<file path="config.mk">
export PLATFORM = sky130hd
export DESIGN_NAME = scoreboard_ctrl
export DESIGN_NICKNAME = d
export VERILOG_FILES = /design/src/rtl/sb_pkg.sv /design/src/rtl/sb_reg_table.sv /design/src/rtl/sb_unit_entry.sv /design/src/rtl/sb_wb_arbiter.sv /design/src/rtl/scoreboard_ctrl.sv
export SDC_FILE = /design/constraint.sdc
export NUM_CORES = 1
export LEC_CHECK = 0
export BUFFER_PORTS_ARGS = -buffer_cell sky130_fd_sc_hd__buf_4
export CAP_MARGIN = 20
export CORE_MARGIN = 2
export CORE_UTILIZATION = 40
export DETAILED_ROUTE_END_ITERATION = 16
export PLACE_DENSITY = 0.6
export SYNTH_ARGS = -nofsm -noshare
export SYNTH_HDL_FRONTEND = slang
export SYNTH_SLANG_ARGS = --single-unit
</file>
<file path="constraint.sdc">
create_clock -name clk -period 9.1 [get_ports clk]
set_input_delay 0.455 -clock clk [delete_from_list [all_inputs] [get_ports clk]]
set_output_delay 0.455 -clock clk [all_outputs]
set_load 0.03 [all_outputs]
</file>
<file path="src/rtl/sb_pkg.sv">
package sb_pkg;

    parameter int NUM_FU   = 4;
    parameter int NUM_REGS = 8;

    localparam int UNIT_W = (NUM_FU > 1) ? $clog2(NUM_FU) : 1;
    localparam int REG_W  = (NUM_REGS > 1) ? $clog2(NUM_REGS) : 1;
    localparam int TAG_W  = $clog2(NUM_FU + 1);

    typedef logic [UNIT_W-1:0] unit_t;
    typedef logic [REG_W-1:0]  reg_t;
    typedef logic [TAG_W-1:0]  tag_t;
    typedef logic [NUM_FU-1:0] fu_vec_t;

    localparam tag_t TAG_NONE = '0;

    // One functional unit status entry
    typedef struct packed {
        logic busy;
        logic done;
        reg_t fi;
        reg_t fj;
        reg_t fk;
        tag_t qj;
        tag_t qk;
        logic rj;
        logic rk;
    } unit_entry_t;

    // Issue packet handed to the selected unit entry
    typedef struct packed {
        reg_t dst;
        reg_t src1;
        reg_t src2;
        tag_t qj;
        tag_t qk;
    } issue_pkt_t;

    function automatic tag_t unit_tag(input int idx);
        return tag_t'(idx + 1);
    endfunction

    // True when the entry still needs register r as a ready, unread operand
    function automatic logic needs_old_value(input unit_entry_t e, input reg_t r);
        return (e.rj && (e.fj == r)) || (e.rk && (e.fk == r));
    endfunction

endpackage

</file>
<file path="src/rtl/sb_reg_table.sv">
module sb_reg_table
    import sb_pkg::*;
(
    input  logic clk,
    input  logic rst,
    input  logic set_en,
    input  reg_t set_reg,
    input  tag_t set_tag,
    input  logic clr_en,
    input  reg_t clr_reg,
    input  reg_t look_a,
    input  reg_t look_b,
    input  reg_t look_c,
    output tag_t tag_a,
    output tag_t tag_b,
    output tag_t tag_c
);

    tag_t pend [NUM_REGS];

    always_ff @(posedge clk) begin
        if (rst) begin
            for (int r = 0; r < NUM_REGS; r++) pend[r] <= TAG_NONE;
        end else begin
            for (int r = 0; r < NUM_REGS; r++) begin
                if (set_en && (set_reg == reg_t'(r)))
                    pend[r] <= set_tag;
                else if (clr_en && (clr_reg == reg_t'(r)))
                    pend[r] <= TAG_NONE;
            end
        end
    end

    assign tag_a = pend[look_a];
    assign tag_b = pend[look_b];
    assign tag_c = pend[look_c];

endmodule

</file>
<file path="src/rtl/sb_unit_entry.sv">
module sb_unit_entry
    import sb_pkg::*;
(
    input  logic        clk,
    input  logic        rst,
    input  logic        issue_en,
    input  issue_pkt_t  pkt,
    input  logic        done_in,
    input  logic        wb_en,
    input  logic        bcast_en,
    input  tag_t        bcast_tag,
    output logic        rd_grant,
    output unit_entry_t ent
);

    assign rd_grant = ent.rj && ent.rk;

    always_ff @(posedge clk) begin
        if (rst || wb_en) begin
            ent <= '0;
        end else if (issue_en) begin
            ent.busy <= 1'b1;
            ent.done <= 1'b0;
            ent.fi   <= pkt.dst;
            ent.fj   <= pkt.src1;
            ent.fk   <= pkt.src2;
            ent.qj   <= pkt.qj;
            ent.qk   <= pkt.qk;
            ent.rj   <= (pkt.qj == TAG_NONE);
            ent.rk   <= (pkt.qk == TAG_NONE);
        end else begin
            if (rd_grant) begin
                // operands consumed: both ready flags drop
                ent.rj <= 1'b0;
                ent.rk <= 1'b0;
            end else begin
                if (bcast_en && (ent.qj != TAG_NONE) && (ent.qj == bcast_tag)) begin
                    ent.qj <= TAG_NONE;
                    ent.rj <= 1'b1;
                end
                if (bcast_en && (ent.qk != TAG_NONE) && (ent.qk == bcast_tag)) begin
                    ent.qk <= TAG_NONE;
                    ent.rk <= 1'b1;
                end
            end
            if (done_in && ent.busy)
                ent.done <= 1'b1;
        end
    end

endmodule

</file>
<file path="src/rtl/sb_wb_arbiter.sv">
module sb_wb_arbiter
    import sb_pkg::*;
(
    input  logic                     clk,
    input  logic                     rst,
    input  logic                     issue_en,
    input  unit_t                    issue_unit,
    input  unit_entry_t [NUM_FU-1:0] ents,
    output fu_vec_t                  grant,
    output logic                     any,
    output tag_t                     grant_tag,
    output reg_t                     grant_reg
);

    // older[a][b] set: unit a holds an instruction issued before unit b's
    logic [NUM_FU-1:0] older [NUM_FU];
    fu_vec_t war_hold;
    fu_vec_t cand;

    always_ff @(posedge clk) begin
        if (rst) begin
            for (int a = 0; a < NUM_FU; a++) older[a] <= '0;
        end else if (issue_en) begin
            for (int j = 0; j < NUM_FU; j++) begin
                older[issue_unit][j] <= 1'b0;
                if (unit_t'(j) != issue_unit)
                    older[j][issue_unit] <= 1'b1;
            end
        end
    end

    always_comb begin
        for (int i = 0; i < NUM_FU; i++) begin
            war_hold[i] = 1'b0;
            for (int g = 0; g < NUM_FU; g++) begin
                if ((g != i) && needs_old_value(ents[g], ents[i].fi))
                    war_hold[i] = 1'b1;
            end
            cand[i] = ents[i].busy && ents[i].done && !war_hold[i];
        end
    end

    always_comb begin
        for (int i = 0; i < NUM_FU; i++) begin
            grant[i] = cand[i];
            for (int j = 0; j < NUM_FU; j++) begin
                if ((j != i) && cand[j] && older[j][i])
                    grant[i] = 1'b0;
            end
        end
    end

    always_comb begin
        any       = |grant;
        grant_tag = TAG_NONE;
        grant_reg = '0;
        for (int i = 0; i < NUM_FU; i++) begin
            if (grant[i]) begin
                grant_tag = unit_tag(i);
                grant_reg = ents[i].fi;
            end
        end
    end

endmodule

</file>
<file path="src/rtl/scoreboard_ctrl.sv">
module scoreboard_ctrl
    import sb_pkg::*;
(
    input  logic                    clk,
    input  logic                    rst,
    input  logic                    iss_valid,
    input  logic [UNIT_W-1:0]       iss_unit,
    input  logic [REG_W-1:0]        iss_dst,
    input  logic [REG_W-1:0]        iss_src1,
    input  logic [REG_W-1:0]        iss_src2,
    output logic                    iss_stall,
    input  logic [NUM_FU-1:0]       fu_done,
    output logic [NUM_FU-1:0]       rd_grant,
    output logic [NUM_FU*REG_W-1:0] rd_src1,
    output logic [NUM_FU*REG_W-1:0] rd_src2,
    output logic [NUM_FU-1:0]       wb_grant,
    output logic [REG_W-1:0]        wb_dst
);

    unit_entry_t [NUM_FU-1:0] ents;
    fu_vec_t    unit_busy;
    fu_vec_t    issue_vec;
    logic       iss_fire;
    tag_t       iss_tag;
    tag_t       q_dst;
    tag_t       q_s1;
    tag_t       q_s2;
    logic       wb_any;
    tag_t       wb_tag;
    reg_t       wb_reg;
    issue_pkt_t pkt;

    sb_reg_table tbl_i (
        .clk     (clk),
        .rst     (rst),
        .set_en  (iss_fire),
        .set_reg (iss_dst),
        .set_tag (iss_tag),
        .clr_en  (wb_any),
        .clr_reg (wb_reg),
        .look_a  (iss_dst),
        .look_b  (iss_src1),
        .look_c  (iss_src2),
        .tag_a   (q_dst),
        .tag_b   (q_s1),
        .tag_c   (q_s2)
    );

    assign iss_tag   = tag_t'(iss_unit) + tag_t'(1);
    assign iss_stall = iss_valid && (unit_busy[iss_unit] || (q_dst != TAG_NONE));
    assign iss_fire  = iss_valid && !iss_stall;

    // a producer leaving this very cycle no longer counts as pending
    always_comb begin
        pkt.dst  = iss_dst;
        pkt.src1 = iss_src1;
        pkt.src2 = iss_src2;
        pkt.qj   = (wb_any && (q_s1 == wb_tag)) ? TAG_NONE : q_s1;
        pkt.qk   = (wb_any && (q_s2 == wb_tag)) ? TAG_NONE : q_s2;
    end

    generate
        for (genvar u = 0; u < NUM_FU; u++) begin : g_unit
            assign issue_vec[u] = iss_fire && (iss_unit == unit_t'(u));

            sb_unit_entry ent_i (
                .clk       (clk),
                .rst       (rst),
                .issue_en  (issue_vec[u]),
                .pkt       (pkt),
                .done_in   (fu_done[u]),
                .wb_en     (wb_grant[u]),
                .bcast_en  (wb_any),
                .bcast_tag (wb_tag),
                .rd_grant  (rd_grant[u]),
                .ent       (ents[u])
            );

            assign unit_busy[u]                 = ents[u].busy;
            assign rd_src1[u*REG_W +: REG_W]    = ents[u].fj;
            assign rd_src2[u*REG_W +: REG_W]    = ents[u].fk;
        end
    endgenerate

    sb_wb_arbiter arb_i (
        .clk        (clk),
        .rst        (rst),
        .issue_en   (iss_fire),
        .issue_unit (iss_unit),
        .ents       (ents),
        .grant      (wb_grant),
        .any        (wb_any),
        .grant_tag  (wb_tag),
        .grant_reg  (wb_reg)
    );

    assign wb_dst = wb_reg;

endmodule

</file>
### After elaboration in Yosys (flattened, before gate mapping)

Memory sizes are Yosys's and may differ from the RTL's.
Index checks and enable logic that the tools add are counted.

| operators by class | value |
|---|---|
| add/sub/neg operators | 1 |
| multiply operators | 0 |
| div/mod/pow operators | 0 |
| order comparisons | 2 |
| eq/ne operators | 58 |
| shift operators | 0 |
| multiplexer cells | 175 |
| bitwise logic cells | 32 |
| reduce and logical (&&, ||, !) cells | 159 |

Operator list:

| cell | count |
|---|---|
| $mux 1 | 124 |
| $eq 3x3->1 | 34 |
| $logic_and 1x1->1 | 93 |
| $mux 3 | 31 |
| $reduce_bool 3->1 | 17 |
| $mux 8 | 4 |
| $or 1x1->1 | 32 |
| $eq 3x3->1 const B | 8 |
| $mux 6 | 4 |
| $reduce_bool 2->1 | 9 |
| $logic_or 1x1->1 | 17 |
| $mux 4 | 4 |
| $reduce_and 2->1 | 8 |
| $eq 3x2->1 const B | 4 |
| $logic_not 3->1 | 4 |
| $mux 2 | 6 |
| $ne 2x1->1 const B | 4 |
| $reduce_or 2->1 | 4 |
| $eq 3x1->1 const B | 2 |
| $logic_not 1->1 | 5 |
| $eq 2x2->1 const B | 2 |
| $ne 2x2->1 const A | 2 |
| $reduce_or 4->1 | 1 |
| $add 2x1->3 const B | 1 |
| other kinds (7) | 7 |

| word-level totals | value |
|---|---|
| flip-flop bits (word level) | 76 |
| bits in latches | 0 |
| memory bits (writable) | 40 |
| bits in read-only memories | 0 |
| input port bits | 18 |
| output and inout port bits | 36 |
| logic and storage cells | 465 |
| memories | 2 |

Memories:

| memory | words | bits a word | read ports | clocked after Yosys merged registers in | write ports | RTL line | text |
|---|---|---|---|---|---|---|---|
| tbl_i.pend | 8 | 3 | 3 | 0 | 8 | sb_reg_table.sv:19 | `tag_t pend [NUM_REGS];` |
| arb_i.older | 4 | 4 | 4 | 0 | 5 | sb_wb_arbiter.sv:16 | `logic [NUM_FU-1:0] older [NUM_FU];` |

### Longest topological paths before layout

| depth | value |
|---|---|
| depth after elaboration | 23 |
| gate-level depth with buffers | 15 |
| gate-level depth less buffers | 11 |

### By module

Synthesis repeated with hierarchy kept, for this count alone.

| second synthesis, totals | value |
|---|---|
| cells, all modules | 735 |
| area total of the unflattened synthesis | 7043.0 um^2 |

Modules (own cells, without submodules):

| module | instances | cells an instance | area each (um^2) | sequential area each (um^2) |
|---|---|---|---|---|
| sb_unit_entry | 4 | 91 | 838.3 | 380.4 |
| sb_wb_arbiter | 1 | 219 | 1719.1 | 240.2 |
| sb_reg_table | 1 | 114 | 1701.6 | 720.7 |
| scoreboard_ctrl | 1 | 38 | 269.0 | 0.0 |

### Worst setup path before layout

OpenSTA, ideal clock, no wires.

| timing | value |
|---|---|
| kind | register to register |
| start point | register g_unit[1].ent_i.ent[15] (netlist name) |
| end point | memory tbl_i.pend[6][0] (netlist name), enable pin |
| setup time | 0.344 ns |
| arrival | 3.088 ns |
| data required time | 8.756 ns |
| setup slack | 5.667 ns |
| cell stages (with the launch flop) | 13 |
| buffers on the path | 2 |
| period minus slack after synthesis | 3.433 ns |
| cells stage by stage | dfxtp_1 buf_4 xnor2_1 a41oi_2 nand3_2 or3_1 a2111o_1 inv_2 buf_6 a211oi_1 a211oi_2 nand2_1 o21ai_0 |

RTL lines:

| item | RTL line | text |
|---|---|---|
| start, declared | sb_unit_entry.sv:13 | `output unit_entry_t ent` |
| end, declared | sb_reg_table.sv:19 |  |

### Final worst setup path

| timing | value |
|---|---|
| start point | register g_unit[2].ent_i.ent[15] (netlist name) |
| end point | output port wb_dst[0] |

| between the ends | value |
|---|---|
| cells in the longest elaborated chain, start to end | 15 |
| elaborated cells on any way between the ends | 35 |
| those cells by class | 6 x eq/ne; 15 x mux; 14 x reduce/logical |

RTL lines:

| item | RTL line | text |
|---|---|---|
| start, declared | sb_unit_entry.sv:13 |  |
| $eq 3x3->1 | sb_pkg.sv:45 | `return (e.rj && (e.fj == r)) \|\| (e.rk && (e.fk == r));` |
| $logic_and 1x1->1 | sb_pkg.sv:45 |  |
| $logic_or 1x1->1 | sb_pkg.sv:45 |  |
| $mux 1 (2 in a row) | sb_wb_arbiter.sv:36 | `if ((g != i) && needs_old_value(ents[g], ents[i].fi))` |
| $mux 1 (*) | sb_wb_arbiter.sv:36 |  |
| $logic_not 1->1 (*) | sb_wb_arbiter.sv:39 | `cand[i] = ents[i].busy && ents[i].done && !war_hold[i];` |
| $logic_and 1x1->1 (*) | sb_wb_arbiter.sv:39 |  |
| $logic_and 1x1->1 | sb_wb_arbiter.sv:47 | `if ((j != i) && cand[j] && older[j][i])` |
| $mux 1 (2 in a row) | sb_wb_arbiter.sv:47 |  |
| $mux 3 (3 in a row) | sb_wb_arbiter.sv:58 | `if (grant[i]) begin` |
| $mux 3 (*) | sb_wb_arbiter.sv:58 |  |
| end, declared | scoreboard_ctrl.sv:17 | `output logic [REG_W-1:0] wb_dst` |

Mark *: on every way between the ends. The rest lies on a longest branch, timed or not.

==> reports/qor.txt <==
CTS clk-pin slew, worst paths: 0.08 ns
CTS sink count: 112
Slew HR: 27.3%
Tmin final: 4.36 ns
Die height: 137 µm
Area after DPL: 7270 µm²
Yosys top cell area share: 24.8%
Vias in the first global route: 5751
Netlist cell types: 73
Total grt overflow: 0
CTS tree: yes
Async SR Flop Fraction: 0%
Synth Net Count: 850
Port Buffers: 53
Total CTS buffers: 9
Antenna fix cells: 0
Pre-antenna DRT Iters: 5
Avg WL per Cell: 22.1 µm
P&R area growth vs syn: 6.36%
Worst Hold Slack: 0.359 ns
Hold buffers post-CTS: 0
GPL Wtd Cong: 0.942
Share of layout cells above drive strength 1: 13.6%
Status: finished clean
Maximum fanout along the worst path: 29
Top Ports: 54
Critical path class: reg2out
Initial antenna violation count: 0
Max Cap Violations: 0
Max-slew violation count: 0
Final hold vios: 0
Chip width: 137 µm
Via count: 6283
Dpl hpwl: 16500 µm
Clock buffer depth: 2
#FFs+latches synth: 112
Metal2 WL: 10400 µm
Nets: 828
Largest net degree at the start of global routing: 35
Via/cell ratio: 6.06
DRC: 0
Period utilisation layout: 47.9%
Synth Flop Type: dfxtp_1
Maximum vdd drop: 0.0864 mV
Unrepaired setup endpoints after global routing: no
Pleak: 2.58 nW
Critical Path RT: 8.65 ns
Postcts setup bufs: 0
Top cells by area, synth: dfxtp_1 (25%), edfxtp_1 (10%), xnor2_1 (8.6%)
Cts repair resizes: 0
GRT Total Usage: 25.0%
Finished Cell Area: 7560 µm²
Warnings, synthesis: 0
Initial DRC Count: 763
Slew @ Worst Pin: 1.09 ns
Root Driver: clkbuf_16
Post-Syn Instances: 828
First-pass GRT wire length: 35000 µm
Most common cell in the netlist: nand2_1
Power per cell area: 139 nW/µm²
Cell row count: 48
Mapped Area: 7100 µm²
Post-synthesis sequential area ratio: 34.9%
Final Skew: 0.0121 ns
Arrival time at the worst endpoint: 3.91 ns
Initial Util: 40.9%
Uppermost routed layer: met4
Fmax: 0.229 GHz
Final count of negative-setup-slack endpoints: 0
Mean post-synth cell area: 8.58 µm²
Core Area: 17400 µm²
Crit path launch type: flop
Met3 Wirelength: 1670 µm
Crit. End Element: output pin
Post-synth top cells: nand2_1 (122), dfxtp_1 (88), xnor2_1 (70), a21oi_1 (58), nor2_1 (58)
Setup TNS: 0 ns
Die area: 18800 µm²
Worst min-delay path class: in2reg
Number of flops mapped to enable cells by yosys: 24
Wl on met1: 10300 µm
Clk Latency, worst-skew pair: 0.37 ns
CTS H-Tree Depth: 3
Dominant cell type by area after synthesis: dfxtp_1
WL final: 22900 µm
DRT antenna net count: 0
==> sequential cells by signal (all words and copies together), names as in the netlist <==
signal            flops
g_unit.ent_i.ent     76
tbl_i.pend           24
arb_i.older          12
==> stage by stage <==
step           util [%]  std cells  power [W]  worst slack [ns]
2_1_floorplan         -        828   0.000624              5.67
3_3_place_gp       41.9       1020   0.000663              5.03
3_5_place_dp       41.9       1020   0.000663              5.02
4_1_cts            43.5       1036    0.00105              4.80
5_1_grt            43.5       1036    0.00108              4.55
6_report           43.5       1036    0.00105              4.74
==> worst max-delay path, stage by stage, from the launching register on <==
cell and delay, ns:
dfxtp_1 0.61, xnor2_1 0.18, nand4_1 0.22, nand4_1 0.18, nor2_1 0.06, or4b_1 0.53, buf_4 0.26, inv_2 0.48
a211oi_1 0.18, a211oi_4 0.56, buf_4 0.26
==> logic make-up after synthesis <==
family	Yosys count	synth area share, %
muxes	26	6.22
AOI/OAI and AO/OA	153	15.8
and+or+nand+nor	355	25.0
xor gates and xnor gates	73	9.00
buffers and inverters	105	8.40
adders and majority gates	4	0.705
DFF	112	34.9
==> placed cells by master (no fill, tap or decap), types with 10 or more instances in the layout <==
cell type	n
edfxtp_1	24
nand4_1	24
mux4_2	14
and3_1	12
a21oi_1	58
and2_1	12
inv_1	12
xnor2_1	70
nand3_1	21
buf_4	56
dfxtp_1	88
nor3b_1	16
nor3_1	41
clkbuf_16	10
nor4_1	12
nor2_1	58
nand2_1	122
==> final cells by class <==
type	instances	area (µm²)
tap	225	282
clock buffer	12	258
multi-input combinational	611	4030
clock inverter	4	28.8
timing repair buffer	56	420
inverter	16	60.1
fill	1742	9800
sequential	112	2480
==> power by group <==
group          internal, W  switching (W)  total [W]
Sequential        0.000519      0.0000167   0.000536
Clock             0.000203       0.000192   0.000395
Combinational    0.0000436      0.0000752   0.000119
==> path summary, 6_finish.rpt <==
kind	from	end	slack (ns)	cells past startpoint
hold / removal	fu_done[1]	g_unit[1].ent_i.ent[17]	0.36	3
hold reg to reg	arb_i.older[1][2]	arb_i.older[1][2]	0.47	2
setup reg to reg	g_unit[2].ent_i.ent[15]	tbl_i.pend[3][2]	4.90	11
setup / recovery	g_unit[2].ent_i.ent[15]	wb_dst[0]	4.74	10
==> per-layer routing <==
metal | vias to the layer above | GRT usage, %
met1 | 3059 | 35.3
met5 | - | 0
li1 | 2897 | -
met3 | 39 | 3.86
met4 | 0 | 6.30
met2 | 288 | 39.9
Note: power is estimated with default switching activity, not from simulation.
